`src/rtl/ocpf_pkg.sv`:
```
package ocpf_pkg;

    // Phase of the current switching period as seen by the pulse gate.
    typedef enum logic [1:0] {
        PH_IDLE = 2'd0,  // no period yet, disabled, or period skipped
        PH_WAIT = 2'd1,  // active period, pulse not started
        PH_ON   = 2'd2,  // pulse running (blanking or post-blanking)
        PH_DONE = 2'd3   // pulse finished for this period
    } ocpf_phase_e;

endpackage

```
`src/rtl/ocpf_pulse_ctrl.sv`:
```
module ocpf_pulse_ctrl
    import ocpf_pkg::*;
#(
    parameter int BLANK_CYC = 15
) (
    input  logic clk,
    input  logic rst_n,
    input  logic enable,
    input  logic cycle_tick,
    input  logic skip_pending,
    input  logic gate_req,
    input  logic oc_flag,
    output logic gate_en,
    output logic sample_stb,
    output logic sample_oc
);

    localparam int CNT_W = $clog2(BLANK_CYC + 2);
    localparam logic [CNT_W-1:0] BLANK_END = CNT_W'(BLANK_CYC);
    localparam logic [CNT_W-1:0] POST_BLANK = CNT_W'(BLANK_CYC + 1);

    typedef struct packed {
        ocpf_phase_e      phase;
        logic [CNT_W-1:0] cnt;
    } pulse_state_t;

    pulse_state_t st_d, st_q;
    logic         blank_over;
    logic         trip_now;

    always_comb begin
        st_d       = st_q;
        blank_over = (st_q.cnt >= BLANK_END);
        trip_now   = blank_over && oc_flag;

        gate_en    = enable && gate_req &&
                     ((st_q.phase == PH_WAIT) ||
                      ((st_q.phase == PH_ON) && !trip_now));
        sample_stb = enable && !cycle_tick && gate_req &&
                     (st_q.phase == PH_ON) && (st_q.cnt == BLANK_END);
        sample_oc  = oc_flag;

        if (!enable) begin
            st_d.phase = PH_IDLE;
            st_d.cnt   = '0;
        end else if (cycle_tick) begin
            st_d.phase = skip_pending ? PH_IDLE : PH_WAIT;
            st_d.cnt   = '0;
        end else begin
            unique case (st_q.phase)
                PH_WAIT: begin
                    if (gate_req) begin
                        st_d.phase = PH_ON;
                        st_d.cnt   = CNT_W'(1);
                    end
                end
                PH_ON: begin
                    if (!gate_req) begin
                        st_d.phase = PH_DONE;
                    end else if (st_q.cnt == BLANK_END) begin
                        if (oc_flag) st_d.phase = PH_DONE;
                        else         st_d.cnt   = POST_BLANK;
                    end else if (st_q.cnt == POST_BLANK) begin
                        if (oc_flag) st_d.phase = PH_DONE;
                    end else begin
                        st_d.cnt = st_q.cnt + CNT_W'(1);
                    end
                end
                default: begin
                end
            endcase
        end
    end

    always_ff @(posedge clk or negedge rst_n) begin
        if (!rst_n) begin
            st_q.phase <= PH_IDLE;
            st_q.cnt   <= '0;
        end else begin
            st_q <= st_d;
        end
    end

endmodule

```
`src/rtl/ocpf_skip_ctrl.sv`:
```
module ocpf_skip_ctrl #(
    parameter int SKIP_MAX = 7,
    localparam int SKIP_W = $clog2(SKIP_MAX + 1)
) (
    input  logic              clk,
    input  logic              rst_n,
    input  logic              enable,
    input  logic              cycle_tick,
    input  logic              sample_stb,
    input  logic              sample_oc,
    output logic              skip_pending,
    output logic [SKIP_W-1:0] skip_lvl,
    output logic [SKIP_W-1:0] skip_left
);

    localparam logic [SKIP_W-1:0] LVL_TOP = SKIP_W'(SKIP_MAX);

    typedef struct packed {
        logic [SKIP_W-1:0] lvl;
        logic [SKIP_W-1:0] left;
    } skip_state_t;

    skip_state_t sk_d, sk_q;

    always_comb begin
        sk_d         = sk_q;
        skip_pending = (sk_q.left != '0);

        if (!enable) begin
            sk_d.lvl  = '0;
            sk_d.left = '0;
        end else if (cycle_tick) begin
            if (skip_pending) sk_d.left = sk_q.left - SKIP_W'(1);
        end else if (sample_stb) begin
            if (sample_oc) begin
                sk_d.lvl  = (sk_q.lvl == LVL_TOP) ? LVL_TOP : sk_q.lvl + SKIP_W'(1);
                sk_d.left = sk_d.lvl;
            end else begin
                sk_d.lvl  = (sk_q.lvl == '0) ? '0 : sk_q.lvl - SKIP_W'(1);
            end
        end
    end

    always_ff @(posedge clk or negedge rst_n) begin
        if (!rst_n) begin
            sk_q.lvl  <= '0;
            sk_q.left <= '0;
        end else begin
            sk_q <= sk_d;
        end
    end

    assign skip_lvl  = sk_q.lvl;
    assign skip_left = sk_q.left;

endmodule

```
`src/rtl/ocpf_limit_sel.sv`:
```
module ocpf_limit_sel #(
    parameter int LIM_W      = 6,
    parameter int FLOOR_CODE = 4
) (
    input  logic             clk,
    input  logic             rst_n,
    input  logic [LIM_W-1:0] lim_prog,
    input  logic             fb_low,
    input  logic             ss_active,
    output logic [LIM_W-1:0] lim_code
);

    localparam logic [LIM_W-1:0] FLOOR = LIM_W'(FLOOR_CODE);
    localparam logic [LIM_W-1:0] DIV3  = LIM_W'(3);

    typedef struct packed {
        logic [LIM_W-1:0] code;
    } lim_state_t;

    lim_state_t       lm_d, lm_q;
    logic             fold_on;
    logic [LIM_W-1:0] third;
    logic [LIM_W-1:0] cand;

    always_comb begin
        fold_on = fb_low && !ss_active;
        third   = lim_prog / DIV3;
        cand    = fold_on ? third : lim_prog;
        lm_d.code = (cand < FLOOR) ? FLOOR : cand;
    end

    always_ff @(posedge clk or negedge rst_n) begin
        if (!rst_n) lm_q.code <= FLOOR;
        else        lm_q      <= lm_d;
    end

    assign lim_code = lm_q.code;

endmodule

```
`src/rtl/ocp_skip_foldback.sv`:
```
module ocp_skip_foldback #(
    parameter int BLANK_CYC  = 15,
    parameter int SKIP_MAX   = 7,
    parameter int LIM_W      = 6,
    parameter int FLOOR_CODE = 4
) (
    input  logic             clk,
    input  logic             rst_n,
    input  logic             enable,
    input  logic             cycle_tick,
    input  logic             gate_req,
    input  logic             oc_flag,
    input  logic             fb_low,
    input  logic             ss_active,
    input  logic [LIM_W-1:0] lim_prog,
    output logic             gate_en,
    output logic [LIM_W-1:0] lim_code
);

    localparam int SKIP_W = $clog2(SKIP_MAX + 1);

    logic              skip_pending;
    logic              sample_stb;
    logic              sample_oc;
    logic [SKIP_W-1:0] skip_lvl;
    logic [SKIP_W-1:0] skip_left;

    ocpf_pulse_ctrl #(.BLANK_CYC(BLANK_CYC)) pulse_i (
        .clk         (clk),
        .rst_n       (rst_n),
        .enable      (enable),
        .cycle_tick  (cycle_tick),
        .skip_pending(skip_pending),
        .gate_req    (gate_req),
        .oc_flag     (oc_flag),
        .gate_en     (gate_en),
        .sample_stb  (sample_stb),
        .sample_oc   (sample_oc)
    );

    ocpf_skip_ctrl #(.SKIP_MAX(SKIP_MAX)) skip_i (
        .clk         (clk),
        .rst_n       (rst_n),
        .enable      (enable),
        .cycle_tick  (cycle_tick),
        .sample_stb  (sample_stb),
        .sample_oc   (sample_oc),
        .skip_pending(skip_pending),
        .skip_lvl    (skip_lvl),
        .skip_left   (skip_left)
    );

    ocpf_limit_sel #(.LIM_W(LIM_W), .FLOOR_CODE(FLOOR_CODE)) limit_i (
        .clk      (clk),
        .rst_n    (rst_n),
        .lim_prog (lim_prog),
        .fb_low   (fb_low),
        .ss_active(ss_active),
        .lim_code (lim_code)
    );

endmodule

```
`config.mk`:
```
export PLATFORM = sky130hd
export DESIGN_NAME = ocp_skip_foldback
export DESIGN_NICKNAME = d
export VERILOG_FILES = /design/src/rtl/ocpf_pkg.sv /design/src/rtl/ocpf_pulse_ctrl.sv /design/src/rtl/ocpf_skip_ctrl.sv /design/src/rtl/ocpf_limit_sel.sv /design/src/rtl/ocp_skip_foldback.sv
export SDC_FILE = /design/constraint.sdc
export NUM_CORES = 1
export LEC_CHECK = 0
export BUFFER_PORTS_ARGS = -buffer_cell sky130_fd_sc_hd__buf_2
export CORE_ASPECT_RATIO = 0.8
export CORE_MARGIN = 2
export CORE_UTILIZATION = 60
export CTS_CLUSTER_DIAMETER = 200
export DETAILED_ROUTE_END_ITERATION = 7
export HOLD_SLACK_MARGIN = 0.15
export PLACE_DENSITY = 0.89
export SETUP_SLACK_MARGIN = 0.3
export SYNTH_ARGS = -nofsm -noshare
export SYNTH_HDL_FRONTEND = slang
export SYNTH_SLANG_ARGS = --single-unit
```
`constraint.sdc`:
```
create_clock -name clk -period 2.75 [get_ports clk]
set_input_delay 0.4125 -clock clk [delete_from_list [all_inputs] [get_ports clk]]
set_output_delay 0.4125 -clock clk [all_outputs]
set_load 0.005 [all_outputs]
```
==> results of run 1 <==
==> registers in the layout (all words and copies together) (netlist names) <==
name              flops
limit_i.lim_code      6
skip_i.skip_lvl       3
pulse_i.st_q          7
skip_i.skip_left      3
==> critical path: cells and delay by family (launching register included) <==
| family | cells | cell delay [ps] |
|---|---|---|
| flops | 1 | 420 |
| simple gates | 3 | 380 |
| fa+ha+maj | 2 | 370 |
| compound gates | 2 | 350 |
| buf+inv | 1 | 120 |
==> synthesized netlist by cell type (3+ instances only) <==
cell type | count | share of area [%]
mux2i_1 | 3 | 1.9
buf_2 | 4 | 1.3
nand2b_1 | 3 | 1.2
dfrtp_1 | 18 | 28
nor2_1 | 14 | 3.3
a31oi_1 | 5 | 2.0
clkbuf_1 | 3 | 0.70
nand2_1 | 14 | 3.3
o21ai_0 | 17 | 5.3
ha_1 | 12 | 9.4
o311ai_0 | 3 | 1.6
nand3_1 | 7 | 2.2
and2_1 | 3 | 1.2
nor3_1 | 4 | 1.3
o211ai_1 | 3 | 1.4
inv_1 | 20 | 4.7
a21oi_1 | 10 | 3.1
==> metrics by stage <==
step / worst slack (ps) / area (um^2)
6_report: 408 / 1750
5_1_grt: 307 / 1750
4_1_cts: 324 / 1730
3_5_place_dp: 156 / 1670
3_3_place_gp: 286 / 1670
2_1_floorplan: 463 / 1600
==> timing repair <==
| item | CTS | global route |
|---|---|---|
| gates resized for setup | 2 | 1 |
| hold endpoints to repair | 18 | 0 |
| setup buffers | 1 | 3 |
| hold buffers | 1 | 0 |
| endpoints found under the setup margin | 1 | 1 |
==> kinds of logic (layout without fill, tap and decap cells) <==
logic type / after synthesis / in the layout / share of synthesized area [%]
buffers and inverters: 32 / 49 / 9.32
AOI/OAI and AO/OA: 59 / 59 / 26.0
DFF: 19 / 19 / 29.8
xor gates and xnor gates: 1 / 1 / 0.548
muxes: 5 / 5 / 3.52
and+or+nand+nor: 61 / 61 / 21.4
adders and majority gates: 12 / 12 / 9.40
==> worst max-delay path by stage <==
stage	depth (start not counted)	slack (ps)	startpoint	end
after floorplan	9	460	lim_prog[2]	limit_i.lim_code[0]
after global placement	9	290	lim_prog[5]	limit_i.lim_code[0]
after detailed placement	9	160	lim_prog[5]	limit_i.lim_code[0]
after CTS	8	320	pulse_i.st_q[1]	gate_en
after global routing	10	310	lim_prog[5]	limit_i.lim_code[0]
final	8	410	pulse_i.st_q[1]	gate_en
==> final cells by class <==
type	count	area [um^2]	area share, %
clock inverter	1	5.00	0.286
timing repair buffer	25	140	8.00
clock buffer	3	22.5	1.29
tap	36	45.0	2.57
sequential	19	477	27.2
multi-input combinational	138	987	56.4
inverter	20	75.1	4.29
==> per-layer routing <==
layer	track usage, %	vias to the layer above	part of all wire (%)
met5	0	-	0
li1	-	709	-
met1	27.7	679	42
met3	5.41	7	5.9
met2	43.2	71	51
met4	7.80	0	0.89
==> report_power, final <==
part	internal [W]	leakage [nW]	total, W	switching, W
Combinational	0.0000786	0.544	0.000184	0.000105
Clock	0.0000542	0.0177	0.000144	0.0000896
Sequential	0.000299	0.246	0.000307	0.00000810
Total	0.000432	0.808	0.000635	0.000203
==> qor.yml, run 1 <==
hold_depth: 3
cp_data_required_time_ps: 2340
vias_per_cell: 6.06
yosysSeqAreaShare_pct: 29.8
r2r_slack_ps: 770
arrival_ps: 1930
grt_pass1_wl_um: 5600
max_freq_ghz: 0.427
fp.dieW_um: 61.7
pin_count: 21
hold_class: "in2reg"
syn-num-nets: 215
grt_start_max_net_pins: 20
dieArea_um2: 3090
die-height_um: 50.2
cap_violations: 0
syn_avg_cell_area_um2: 8.45
clockBufferDepth: 2
r2r_start: "pulse_i.st_q[1]"
ys_async_sr_fraction_pct: 100
timing.final.crit_share_pct: 85.2
yosysWarnings: 0
slowest_stage: "dfrtp_1"
synth-edff-count: 0
grt_pass1_vias: 1316
dp.cells: 233
crit_path_start_kind: "register"
r2r-end: "pulse_i.st_q[0]"
drive_gt1_share_pct: 19.4
min_period_ps: 2340
cpPeakStageDelay_ps: 420
clock-sinks: 19
synth_ff_type: "dfrtp_1"
slew_headroom_pct: 72.7
reg2reg_depth: 7
wl_per_cell_um: 14.3
worst_pin_slew_ps: 405
path_clk_slew_ps: 120
clock_latency_ps: 300
portBuffers: 20
power.static_leakage_nw: 0.808
finalSetupViolCount: 0
hold_ws_ps: 360
nets: 233
ant_nets: 0
crit_fanout: 3
ctsRootBufferMaster: "clkbuf_4"
drc: 0
place_hpwl_um: 2550
fillCellCount: 202
final_cell_mix: "inv_1 (20), buf_2 (20), dfrtp_1 (18), o21ai_0 (17)"
syn_inst: 189
slew_viol_final: 0
peakVddDrop_mv: 0.266
gp_congestion: 1.04
htree_levels: 1
diodes: 0
final_cell_count_no_fill: 242
synthDistinctLibCells: 51
grt_usage_pct: 24.1
min_to: "limit_i.lim_code[0]"
status: "finished clean"
end_kind: "output port"
wl_um: 3470
skew_ps: 11.9
cts_tree: "done"
grt_overflow: 0
vias: 1466
netlist_area_um2: 1600
synth_seq_cells: 19
antenna_found_initial: 0
p_per_area_nw_per_um2: 362
first_iter_violations: 119
path_cells: "ha_2 > and3_1 > ha_4 > a211o_1 > nand2_1 > a21oi_1 > nor2_1 > buf_2"
initial_core_util_pct: 64.4
first_pass_iters: 4
hold_viol: 0
area_growth_pct: 9.63
critPathKind: "reg2out"
fin_setup_tns_ps: 0
rows: 16
cts_buffers: 3
hp-start: "lim_prog[0]"
core_area_um2: 2480
rsz0062_at_grt: "false"
total_power_w: 0.000635
utilization_pct: 70.6
No activity file was read; power rests on OpenSTA's default activity.
==> run 2, diff against run 1 <==
- RECOVER_POWER: unset -> 100
==> qor.yml, run 2 (synthesis gave the netlist of run 1 again) <==
r2r_start: "pulse_i.st_q[1]"
gp_congestion: 1.04  # unchanged
grt_start_max_net_pins: 20  # unchanged
power.static_leakage_nw: 0.790  # -2.2%
register_area_um2: 477  # unchanged
cts_tree: "done"
vias: 1481  # +1.0%
drc: 0  # unchanged
antenna_found_initial: 0  # unchanged
pin_count: 21  # unchanged
place_hpwl_um: 2550  # unchanged
grt_pass1_wl_um: 5600  # unchanged
wl_per_cell_um: 14.6  # +1.8%
cap_violations: 0  # unchanged
die-height_um: 50.2  # unchanged
worst_pin_slew_ps: 1010  # +608 ps
finalSetupViolCount: 0  # unchanged
end_kind: "output port"
rsz0062_at_grt: "false"
hold_viol: 0  # unchanged
grt_usage_pct: 24.1  # unchanged
fp.dieW_um: 61.7  # unchanged
clock_latency_ps: 300  # about the same
final_common_cell: "inv_1"
grt_overflow: 0  # unchanged
path_cells: "ha_1 > and3_1 > ha_1 > a211o_1 > nand2_1 > a21oi_1 > nor2_1 > clkbuf_1"
initial_core_util_pct: 64.4  # unchanged
crit_top_cell: "ha_1"
cpPeakStageDelay_ps: 410  # about the same
wl_um: 3530  # +1.8%
nets: 233  # unchanged
final_cell_mix: "inv_1 (20), o21ai_0 (18), dfrtp_1 (18), buf_2 (16)"
max_freq_ghz: 0.414  # -3.1%
multiInputGateArea_um2: 942  # -4.6%
core_area_um2: 2480  # unchanged
critPathKind: "reg2out"
vias_per_cell: 6.12  # +1.0%
cts_buffers: 3  # unchanged
grt_pass1_vias: 1316  # unchanged
htree_levels: 1  # unchanged
slew_headroom_pct: 32.5  # -40 points
drive_gt1_share_pct: 15.0  # -4.4 points
crit_path_start_kind: "register"
fillCellCount: 209  # +3.5%
utilization_pct: 68.4  # -2.2 points
skew_ps: 10.8  # -1.13 ps
timing.final.crit_share_pct: 87.8  # +2.7 points
first_iter_violations: 170  # +43%
largest_register_ff_count: 7  # unchanged
status: "finished clean"
slew_viol_final: 0  # unchanged
rows: 16  # unchanged
clockBufferDepth: 2  # unchanged
hp-start: "lim_prog[0]"
total_power_w: 0.000628  # -1.1%
ant_nets: 0  # unchanged
fin_setup_tns_ps: 0  # unchanged
min_period_ps: 2420  # +73.8 ps
arrival_ps: 2000  # +70 ps
top_register: "pulse_i.st_q"
ctsRootBufferMaster: "clkbuf_4"
clock-sinks: 19  # unchanged
diodes: 0  # unchanged
area_growth_pct: 6.26
first_pass_iters: 4  # unchanged
crit_fanout: 3  # unchanged
portBuffers: 20  # unchanged
p_per_area_nw_per_um2: 370  # +2.0%
dieArea_um2: 3090  # unchanged
slowest_stage: "dfrtp_1"
path_clk_slew_ps: 120  # about the same
peakVddDrop_mv: 0.261  # -1.9%
cp_data_required_time_ps: 2340  # about the same
hold_class: "in2reg"
critPathLaunch: "pulse_i.st_q[0]"
## run 2: worst paths after layout
kind | endpoint | slack [ps] | cells past startpoint
max | gate_en | 330 | 8
min | limit_i.lim_code[0] | 380 | 3
max reg2reg | skip_i.skip_left[0] | 480 | 7
min reg2reg | skip_i.skip_left[1] | 530 | 2
max in group asynchronous | skip_i.skip_left[1] | 1320 | 2
min in group asynchronous | skip_i.skip_lvl[1] | 800 | 2
## run 2: area by class of cell
| type | count | share of cell area [%] |
|---|---|---|
| flip-flops and latches | 19 | 28.1 |
| repair buffers | 25 | 7.74 |
| multi-input cells | 138 | 55.5 |
| clock buffers | 3 | 1.33 |
| well taps | 36 | 2.65 |
| clock inverters | 1 | 0.295 |
| inverters | 20 | 4.42 |
## run 2: power breakdown
group / internal, W / switching, W
clock: 0.0000542 / 0.0000892
combinational: 0.0000744 / 0.000103
sequential: 0.000299 / 0.00000833
total: 0.000428 / 0.000200
## run 2: metal layers
metal	global-route usage [%]	wire (um)	part of all wire [%]
met1	27.7	1480	42
met5	0	0	0
met4	7.80	19	0.54
met2	43.2	1800	51
met3	5.41	231	6.5
## run 2: timing repair
action                                 CTS  global route
endpoints found under the hold margin   18             0
hold buffers                             1             0
setup endpoints to repair                1             1
buffers inserted                         1             3
resized for setup                        2             1
## run 2: worst max-delay path, delay by kind of cell, from the launching register on
family                     cells  cell delay, ps
AOI/OAI and AO/OA              2             360
DFF                            1             410
buffers and inverters          1             120
and+or+nand+nor                3             370
adders and majority gates      2             440
## run 2: stage by stage
step | setup WS (ps) | hold WS (ps) | area, um^2 | cells
finish | 334 | 377 | 1700 | 242
global route | 255 | 366 | 1700 | 242
CTS | 324 | 347 | 1730 | 239
detailed placement | 156 | 378 | 1670 | 233
global placement | 286 | 370 | 1670 | 233
floorplan | 463 | 117 | 1600 | 189
==> run 3, diff against run 2 <==
- ABC_AREA: unset -> 1
- PLACE_DENSITY: 0.89 -> 0.91
==> qor.yml, run 3 <==
status: "finished clean"
crit_fanout: 6  # +3
synth_top_cell_by_area: "dfrtp_1"
worst_pin_slew_ps: 957  # -56.0 ps
synth_largest_type_area_fraction_pct: 33.7  # +5.5 points
crit_family: "compound AO/OA/AOI/OAI gates"
timing.final.crit_share_pct: 89.8  # +2.0 points
crit_top_cell: "ha_1"
finalSetupViolCount: 0  # unchanged
r2r_slack_ps: 690  # +210 ps
synth_ff_type: "dfrtp_1"
slew_headroom_pct: 36.2  # +3.7 points
cp-endpoint: "gate_en"
cts_buffers: 3  # unchanged
ctsRootBufferMaster: "clkbuf_4"
cp_num_cells: 8  # unchanged
cpPeakStageDelay_ps: 430  # +20 ps
reg2reg_depth: 10  # +3
final_cell_mix: "nand2_1 (33), inv_1 (33), dfrtp_1 (18), nand3_1 (17), buf_2 (17)"
die-height_um: 46.2  # -7.9%
dieArea_um2: 2620  # -15%
top_register: "pulse_i.st_q"
grt_overflow: 0  # unchanged
rows: 15  # -1
synthDistinctLibCells: 28  # -45%
htree_levels: 1  # unchanged
arrival_ps: 2060  # +60 ps
slew_viol_final: 0  # unchanged
cp_data_required_time_ps: 2340  # about the same
clock_latency_ps: 310  # about the same
vias_per_cell: 5.69  # -7.0%
yosysWarnings: 0  # unchanged
nets: 231  # -0.86%
ant_nets: 0  # unchanged
clock-sinks: 19  # unchanged
postPlaceCellArea_um2: 1460  # -12%
netlist_area_um2: 1340  # -16%
yosysMostFrequentCell: "nand2_1"
grt_start_max_net_pins: 20  # unchanged
grt_pass1_wl_um: 5050  # -9.9%
path_buf_inv: 2  # +1
vias: 1304  # -12%
rsz0062_at_grt: "false"
wl_per_cell_um: 12.9  # -12%
core_area_um2: 2140  # -14%
syn_inst: 180  # -4.8%
first_pass_iters: 4  # unchanged
max_freq_ghz: 0.405  # -2.2%
min_period_ps: 2470  # +54.3 ps
p_per_area_nw_per_um2: 418  # +13%
ys_top_cells_by_area: "dfrtp_1 (34%), ha_1 (11%), nand2_1 (9.3%)"
fin_area_um2: 1470  # -13%
skew_ps: 8.17  # -2.59 ps
path_cells: "ha_1 > inv_1 > nor3_1 > ha_1 > o31ai_1 > nand2_1 > a21oi_1 > buf_2"
drc: 0  # unchanged
wl_um: 2950  # -16%
largest_register_ff_count: 7  # unchanged
fp.dieW_um: 56.7  # -8.0%
syn_avg_cell_area_um2: 7.42  # -12%
power.static_leakage_nw: 0.780  # -1.3%
synth_seq_cells: 19  # unchanged
grt_pass1_vias: 1224  # -7.0%
end_kind: "output port"
portBuffers: 20  # unchanged
cap_violations: 0  # unchanged
area_growth_pct: 10.0
hold_viol: 0  # unchanged
peakVddDrop_mv: 0.290  # +11%
r2r_start: "pulse_i.st_q[0]"
cts_tree: "done"
hold_class: "in2reg"
place_hpwl_um: 2270  # -11%
critPathKind: "reg2out"
drive_gt1_share_pct: 14.2  # -0.83 points
synth-edff-count: 0  # unchanged
critPathLaunch: "pulse_i.st_q[0]"
postCtsSetupBuffers: 0  # -1
gp_congestion: 0.860  # -17%
r2r-end: "skip_i.skip_left[0]"
grt_usage_pct: 25.2  # +1.0 points
diodes: 0  # unchanged
yosysSeqAreaShare_pct: 35.7  # +5.9 points
crit_path_start_kind: "register"
first_iter_violations: 62  # -64%
pin_count: 21  # unchanged
clockBufferDepth: 2  # unchanged
ys_async_sr_fraction_pct: 100  # unchanged
slowest_stage: "dfrtp_1"
synth_common_cells: "nand2_1 (33), inv_1 (32), dfrtp_1 (18), nand3_1 (16), nor2_1 (15)"
syn-num-nets: 206  # -4.2%
path_clk_slew_ps: 100  # -20 ps
fin_setup_tns_ps: 0  # unchanged
initial_core_util_pct: 62.4  # -2.0 points
antenna_found_initial: 0  # unchanged
run 3: how the worst min path moves through the flow:
stage | startpoint | to | slack, ps | cells after the start
2_1_floorplan | rst_n | limit_i.lim_code[0] | 120 | 0
3_3_place_gp | rst_n | skip_i.skip_left[1] | 360 | 1
3_5_place_dp | rst_n | skip_i.skip_left[1] | 370 | 1
4_1_cts | lim_prog[0] | limit_i.lim_code[0] | 380 | 3
5_1_grt | lim_prog[0] | limit_i.lim_code[0] | 410 | 3
6_report | lim_prog[0] | limit_i.lim_code[0] | 390 | 3
run 3: what timing repair did:
| item | CTS | global route |
|---|---|---|
| endpoints found under the setup margin | 1 | 1 |
| hold buffers | 1 | 0 |
| hold endpoints to repair | 18 | 0 |
| gates resized for setup | 1 | 1 |
run 3: cells by family after synthesis:
group	synth area share, %
buf+inv	10.3
flops	35.7
fa+ha+maj	11.2
compound gates	15.7
simple gates	27.1
run 3: layer usage:
metal | global-route usage [%] | part of all wire, %
met5 | 0 | 0
met3 | 2.53 | 4.9
met4 | 11.6 | 3.0
met1 | 28.5 | 42
met2 | 49.1 | 50
run 3: tightest hold or removal path, stage by stage:
cell and delay (ps):
buf_2 110, nand2_1 70, a21oi_1 70
run 3: through the flow:
stage	worst slack (ps)	power [W]	util [%]	instances	hold slack, ps
CTS	360	0.000614	70.3	229	383
detailed placement	582	0.000477	68.3	224	367
global route	177	0.000648	68.7	229	406
global placement	715	0.000459	68.3	224	361
finish	280	0.000614	68.7	229	388
floorplan	899	0.000418	-	180	117
run 3: area by class of cell:
cell class	instances	area, um^2
clock buffer	3	22.5
clock inverter	1	5.00
fill	173	671
inverter	35	133
multi-input combinational	125	694
sequential	19	477
tap	25	31.3
timing repair buffer	21	106
run 3: where the power goes:
group / switching, W / total, W / internal (W)
sequential: 0.00000837 / 0.000310 / 0.000302
clock: 0.0000888 / 0.000143 / 0.0000544
combinational: 0.000102 / 0.000161 / 0.0000584
